`src/rtl/agc_lf_pkg.sv`:
```
package agc_lf_pkg;
    parameter int PWR_W   = 10;
    parameter int LVL_W   = 8;
    parameter int COEF_W  = 8;
    parameter int GAIN_W  = 12;
    parameter int XFRAC_W = 6;

    localparam int ERR_W = PWR_W + 1;
    localparam int ACC_W = GAIN_W + XFRAC_W;
    localparam int KE_W  = ERR_W + COEF_W + 1;
    localparam int ST_W  = ERR_W + 2 * COEF_W + 1;
    localparam int PP_W  = ST_W + COEF_W + 1;
    localparam logic [ACC_W-1:0] ACC_MAX = '1;

    typedef enum logic [1:0] {
        ACT_HOLD = 2'd0,
        ACT_STEP = 2'd1,
        ACT_LOAD = 2'd2
    } integ_act_e;

    typedef struct packed {
        logic [COEF_W-1:0] k;
        logic [COEF_W-1:0] p;
        logic [LVL_W-1:0]  req;
        logic [GAIN_W-1:0] init;
    } chan_cfg_t;

    function automatic logic signed [ERR_W-1:0] form_err(
        input logic [LVL_W-1:0]        req,
        input logic signed [PWR_W-1:0] meas
    );
        logic signed [ERR_W-1:0] r;
        logic signed [ERR_W-1:0] m;
        r = ERR_W'($signed({1'b0, req}));
        m = ERR_W'(meas);
        return -r - m;
    endfunction

    function automatic logic [ACC_W-1:0] clamp_acc(input logic signed [ST_W:0] v);
        if (v < 0)
            return '0;
        else if (v > $signed({{(ST_W + 1 - ACC_W){1'b0}}, ACC_MAX}))
            return ACC_MAX;
        else
            return v[ACC_W-1:0];
    endfunction
endpackage

```
`src/rtl/agc_err.sv`:
```
module agc_err
    import agc_lf_pkg::*;
(
    input  logic [LVL_W-1:0]        req_i,
    input  logic signed [PWR_W-1:0] meas_i,
    output logic signed [ERR_W-1:0] err_o
);
    assign err_o = form_err(req_i, meas_i);
endmodule

```
`src/rtl/agc_pole.sv`:
```
module agc_pole
    import agc_lf_pkg::*;
(
    input  logic                    clk,
    input  logic                    rst,
    input  logic                    clr_i,
    input  logic                    step_i,
    input  logic [COEF_W-1:0]       k_i,
    input  logic [COEF_W-1:0]       p_i,
    input  logic signed [ERR_W-1:0] err_i,
    output logic signed [ST_W-1:0]  s_o
);
    logic signed [ST_W-1:0] s_q;
    logic signed [PP_W-1:0] prod_ps;
    logic signed [PP_W-1:0] prod_sh;
    logic signed [KE_W-1:0] ke;
    logic signed [ST_W-1:0] s_next;

    assign prod_ps = PP_W'(s_q) * PP_W'($signed({1'b0, p_i}));
    assign prod_sh = prod_ps >>> COEF_W;
    assign ke      = KE_W'(err_i) * KE_W'($signed({1'b0, k_i}));
    assign s_next  = ST_W'(prod_sh) + ST_W'(ke);

    always_ff @(posedge clk) begin
        if (rst)
            s_q <= '0;
        else if (clr_i)
            s_q <= '0;
        else if (step_i)
            s_q <= s_next;
    end

    assign s_o = s_q;

    // no strobe and no load, pole state holds
    assert_pole_hold_R3: assert property (@(posedge clk) disable iff (rst)
        (!step_i && !clr_i) |=> $stable(s_q));
    // a load empties the pole stage
    assert_pole_clear_R7: assert property (@(posedge clk) disable iff (rst)
        clr_i |=> (s_q == '0));
endmodule

```
`src/rtl/agc_integ.sv`:
```
module agc_integ
    import agc_lf_pkg::*;
(
    input  logic                   clk,
    input  logic                   rst,
    input  integ_act_e             act_i,
    input  logic signed [ST_W-1:0] s_i,
    input  logic [GAIN_W-1:0]      init_i,
    output logic [GAIN_W-1:0]      gain_o
);
    logic [ACC_W-1:0]     acc_q;
    logic signed [ST_W:0] sum;

    assign sum = (ST_W + 1)'($signed({1'b0, acc_q})) + (ST_W + 1)'(s_i);

    always_ff @(posedge clk) begin
        if (rst) begin
            acc_q <= '0;
        end else begin
            case (act_i)
                ACT_LOAD: acc_q <= {init_i, {XFRAC_W{1'b0}}};
                ACT_STEP: acc_q <= clamp_acc(sum);
                default:  acc_q <= acc_q;
            endcase
        end
    end

    assign gain_o = acc_q[ACC_W-1:XFRAC_W];

    // no action, integrator holds
    assert_integ_hold_R3: assert property (@(posedge clk) disable iff (rst)
        (act_i == ACT_HOLD) |=> $stable(acc_q));
    // a positive pole state never lowers the integrator
    assert_integ_up_R4: assert property (@(posedge clk) disable iff (rst)
        (act_i == ACT_STEP && s_i > 0) |=> (acc_q >= $past(acc_q)));
    // a negative pole state never raises the integrator
    assert_integ_down_R4: assert property (@(posedge clk) disable iff (rst)
        (act_i == ACT_STEP && s_i < 0) |=> (acc_q <= $past(acc_q)));
    // a load places the starting gain on the output
    assert_integ_load_R7: assert property (@(posedge clk) disable iff (rst)
        (act_i == ACT_LOAD) |=> (gain_o == $past(init_i)));
endmodule

```
`src/rtl/agc_log_loop_filter.sv`:
```
module agc_log_loop_filter
    import agc_lf_pkg::*;
#(
    parameter int NCH = 2
) (
    input  logic                           clk,
    input  logic                           rst,
    input  logic [NCH-1:0]                 upd_vld_i,
    input  logic [NCH-1:0]                 load_i,
    input  logic [NCH-1:0][PWR_W-1:0]      pwr_log_i,
    input  logic [NCH-1:0][LVL_W-1:0]      req_lvl_i,
    input  logic [NCH-1:0][COEF_W-1:0]     k_gain_i,
    input  logic [NCH-1:0][COEF_W-1:0]     p_pole_i,
    input  logic [NCH-1:0][GAIN_W-1:0]     init_gain_i,
    output logic [NCH-1:0][GAIN_W-1:0]     gain_log_o
);
    for (genvar ch = 0; ch < NCH; ch++) begin : g_chan
        chan_cfg_t               cfg;
        integ_act_e              act;
        logic signed [ERR_W-1:0] err;
        logic signed [ST_W-1:0]  pole_s;
        logic                    pole_step;

        assign cfg.k    = k_gain_i[ch];
        assign cfg.p    = p_pole_i[ch];
        assign cfg.req  = req_lvl_i[ch];
        assign cfg.init = init_gain_i[ch];

        always_comb begin
            if (load_i[ch])
                act = ACT_LOAD;
            else if (upd_vld_i[ch])
                act = ACT_STEP;
            else
                act = ACT_HOLD;
        end

        assign pole_step = (act == ACT_STEP);

        agc_err u_err (
            .req_i  (cfg.req),
            .meas_i ($signed(pwr_log_i[ch])),
            .err_o  (err)
        );

        agc_pole u_pole (
            .clk    (clk),
            .rst    (rst),
            .clr_i  (load_i[ch]),
            .step_i (pole_step),
            .k_i    (cfg.k),
            .p_i    (cfg.p),
            .err_i  (err),
            .s_o    (pole_s)
        );

        agc_integ u_integ (
            .clk    (clk),
            .rst    (rst),
            .act_i  (act),
            .s_i    (pole_s),
            .init_i (cfg.init),
            .gain_o (gain_log_o[ch])
        );

        // a quiet channel keeps its gain regardless of the others
        assert_chan_quiet_R8: assert property (@(posedge clk) disable iff (rst)
            (!upd_vld_i[ch] && !load_i[ch]) |=> $stable(gain_log_o[ch]));
    end

    // reset leaves every gain at zero
    assert_reset_zero_R1: assert property (@(posedge clk)
        rst |=> (gain_log_o == '0));
endmodule

```
`config.mk`:
```
export PLATFORM = sky130hd
export DESIGN_NAME = agc_log_loop_filter
export DESIGN_NICKNAME = d
export VERILOG_FILES = /design/src/rtl/agc_lf_pkg.sv /design/src/rtl/agc_err.sv /design/src/rtl/agc_pole.sv /design/src/rtl/agc_integ.sv /design/src/rtl/agc_log_loop_filter.sv
export SDC_FILE = /design/constraint.sdc
export NUM_CORES = 2
export LEC_CHECK = 0
export BUFFER_PORTS_ARGS = -buffer_cell sky130_fd_sc_hd__clkbuf_2
export CAP_MARGIN = 10
export CORE_AREA = 2 2 297 416
export CTS_CLUSTER_DIAMETER = 60
export DETAILED_ROUTE_END_ITERATION = 10
export DIE_AREA = 0 0 299 418
export GPL_TIMING_DRIVEN = 0
export SYNTH_ARGS = -nofsm -noshare
export SYNTH_HDL_FRONTEND = slang
export SYNTH_SLANG_ARGS = --single-unit
```
`constraint.sdc`:
```
create_clock -name clk -period 11.3 [get_ports clk]
set_input_delay 2.26 -clock clk [delete_from_list [all_inputs] [get_ports clk]]
set_output_delay 2.26 -clock clk [all_outputs]
set_load 0.02 [all_outputs]
```
==> results.tsv <==
stage	metric	value	unit
floorplanning	coreArea	121000	um2
placed_design	preCtsSetupSlack	-0.573	ns
min_path	hp-class	reg -> reg	
sta	slew_headroom	0.189	
floorplanning	design.die.area	125000	um2
critical_path	required	11.56	ns
critical_path	rr_endpoint	g_chan[0].u_pole.s_o[24]	
min_path	min_from	g_chan[0].u_integ.acc_q[0]	
sta	final.setup.tns	0	ns
critical_path	r2r-start	g_chan[0].u_pole.s_o[5]	
logic_synthesis	ys_top_cells_by_area	fa_1, ha_1, inv_1	
placed_design	numPortBuffers	114	
logic_synthesis	synth-seq-cells	92	
routing	drt-vias-per-instance	4.56	
sta	slew_violations	0	
logic_synthesis	synth_edf_count	0	
sta	fin_skew	0.0123	ns
floorplanning	die_height	418	um
routing	drt_first_pass_iters	8	
cts	clk_pin_slew	0.08	ns
logic_synthesis	synth-main-ff-cell	dfxtp_1	
sta	setup_violations	0	
sta	worst_pin_slew	1.21	ns
global_routing	grt_pass1_wl	135000	um
cts	numCtsBuffers	9	
routing	avgRoutedWirePerCell	16.0	um
layout	drive_above_1_share	0.0551	
logic_synthesis	syn_area_per_cell	8.60	um2
logic_synthesis	yosysWarnings	0	
global_routing	grt_max_degree	16	
layout	syn_to_final_growth	9.62	%
critical_path	rr_worst_depth	32	
critical_path	cp-end-kind	flip-flop	
layout	final_common_cell	inv_1	
logic_synthesis	synth_area	30100	um2
critical_path	path_class	in -> reg	
logic_synthesis	synth_mux_area_frac	0.0153	
sta	period_needed	10.84	ns
logic_synthesis	synth-xor-area-share	0.0450	
layout	fill_cells	13134	
logic_synthesis	syn_inst	3503	
run_status	status	finished, final reports clean	
routing	drc	0	
floorplanning	dieWidth	299	um
logic_synthesis	synth-simple-area-share	0.177	
logic_synthesis	yosys.area.top_type	fa_1	
layout	fin_nets	4582	
critical_path	slowest_stage	fa_1	
logic_synthesis	synth_top_family_by_area	adder cells	
cts	cts.sinks	92	
placed_design	place_congestion	0.887	
floorplanning	ioPinCount	122	
sta	layout_setup_ws	0.462	ns
layout	final_cell_mix	inv_1, fa_1, and2_1	
global_routing	first_global_vias	25251	
cts	worst_skew_pair.late_latency	0.40	ns
critical_path	cp-start-kind	primary input	
routing	ant_nets	0	
critical_path	worstPathArrival	11.09	ns
sta	hold_viol_final	0	
global_routing	antenna_found_initial	13	
routing	drt-total-wl	83700	um
logic_synthesis	synth_fp_nets	4459	
sta	hold_ws	0.501	ns
logic_synthesis	synth.top_cell.area_share	0.360	
sta	max_freq	0.0923	GHz
sta	rsz0062_at_grt	false	
logic_synthesis	yosysUniqueCellTypes	77	
logic_synthesis	async_flop_share	0	
min_path	min_path_cells	2	
flow_run	cap_violations	0	
cts	cts_tree	done	
critical_path	worstPathMaxFanout	10	
floorplanning	std_cell_rows	151	
logic_synthesis	yosys.area_share.adder	0.492	
min_path	hold_path_end	g_chan[0].u_integ.acc_q[0]	
logic_synthesis	synth_compound_area_frac	0.100	
cts	cts-root-buf	clkbuf_16	
logic_synthesis	ys_seq_area_frac	0.0612	
sta	finalCritPeriodShare	0.959	
cts	postCtsSetupRepairBufs	0	
placed_design	dp_hpwl	71800	um
critical_path	worst_path_most_repeated_cell	fa_1	
cts	cts_htree_levels	3	
routing	drt-initial-drc-count	1226	
cts	clk_path_buf_depth	2	
global_routing	grt.total_usage	0.137	
critical_path	max_stage_delay	0.56	ns
layout	fin_util	0.273	
floorplanning	start_util	0.249	
routing	via_count	23885	
global_routing	overflow	0	
critical_path	regToRegSetupSlack	2.38	ns
sequential cells by signal, indices dropped and copies added (netlist names):
name                  cells
g_chan.u_integ.acc_q     36
g_chan.u_pole.s_o        56
cells in the mapped netlist, types with 42 or more instances:
library cell and instances:
inv_1 718, fa_1 542, and2_1 371, nand2_1 327
ha_1 316, nor2_1 143, a21oi_1 139, xnor2_1 110
clkbuf_1 93, dfxtp_1 92, o21ai_0 79, a21o_1 57
mux2i_1 45, xor2_1 42
cell type report:
cell class / count / area, um2 / area share
inverter: 718 / 2700 / 0.0816
tap: 1606 / 2010 / 0.0609
clock inverter: 5 / 60.1 / 0.00182
clock buffer: 10 / 239 / 0.00724
timing repair buffer: 114 / 571 / 0.0173
antenna: 2 / 5.00 / 0.000152
buffer: 130 / 597 / 0.0181
sequential: 92 / 1840 / 0.0558
multi-input combinational: 2561 / 25000 / 0.757
metal layers:
metal / global-route usage / part of all wire / wire length, um / vias up
li1: - / - / - / 11174
met1: 0.160 / 0.40 / 33200 / 11979
met2: 0.256 / 0.52 / 43800 / 565
met3: 0.0182 / 0.047 / 3950 / 151
met4: 0.0419 / 0.031 / 2610 / 16
met5: 0 / 0.0013 / 110 / -
kinds of logic (layout without fill, tap and decap cells):
| family | count (synthesis) | in the layout |
|---|---|---|
| xor+xnor | 153 | 153 |
| compound gates | 462 | 462 |
| buf+inv | 850 | 977 |
| flops | 92 | 92 |
| fa+ha+maj | 858 | 858 |
| simple gates | 1042 | 1042 |
| other cells | 0 | 2 |
| mux | 46 | 46 |
timing repair:
action | CTS | global route
endpoints found under the setup margin | 1 | 4
gates resized for setup | 2 | 10
hold buffers | 0 | 0
pin swaps | 0 | 0
worst max path at each step:
stage               depth (start not counted)  slack, ns                       end          start
finish                                     33       0.46  g_chan[0].u_pole.s_o[24]    p_pole_i[0]
global route                               33       0.03  g_chan[0].u_pole.s_o[24]    p_pole_i[0]
CTS                                        33       0.03  g_chan[1].u_pole.s_o[27]   p_pole_i[10]
detailed placement                         33      -0.57  g_chan[1].u_pole.s_o[27]   p_pole_i[10]
global placement                           30      -0.61  g_chan[1].u_pole.s_o[27]   p_pole_i[10]
floorplan                                  32       1.56  g_chan[1].u_pole.s_o[27]  pwr_log_i[12]
stage by stage:
stage / instance area (um2) / instances
floorplan: 30100 / 3503
global placement: 32700 / 5223
detailed placement: 32700 / 5223
CTS: 33000 / 5238
global route: 33000 / 5236
finish: 33000 / 5238
worst max-delay path, delay by kind of cell:
| family | cells | cell delay [ns] |
|---|---|---|
| AOI/OAI and AO/OA | 11 | 3.13 |
| adders and majority gates | 7 | 3.12 |
| and+or+nand+nor | 7 | 1.07 |
| buffers and inverters | 6 | 0.93 |
| xor gates and xnor gates | 2 | 0.58 |
Power is left out: the tool's default activity adds up to more than one toggle a clock period on the data nets, which glitch-free logic cannot reach.
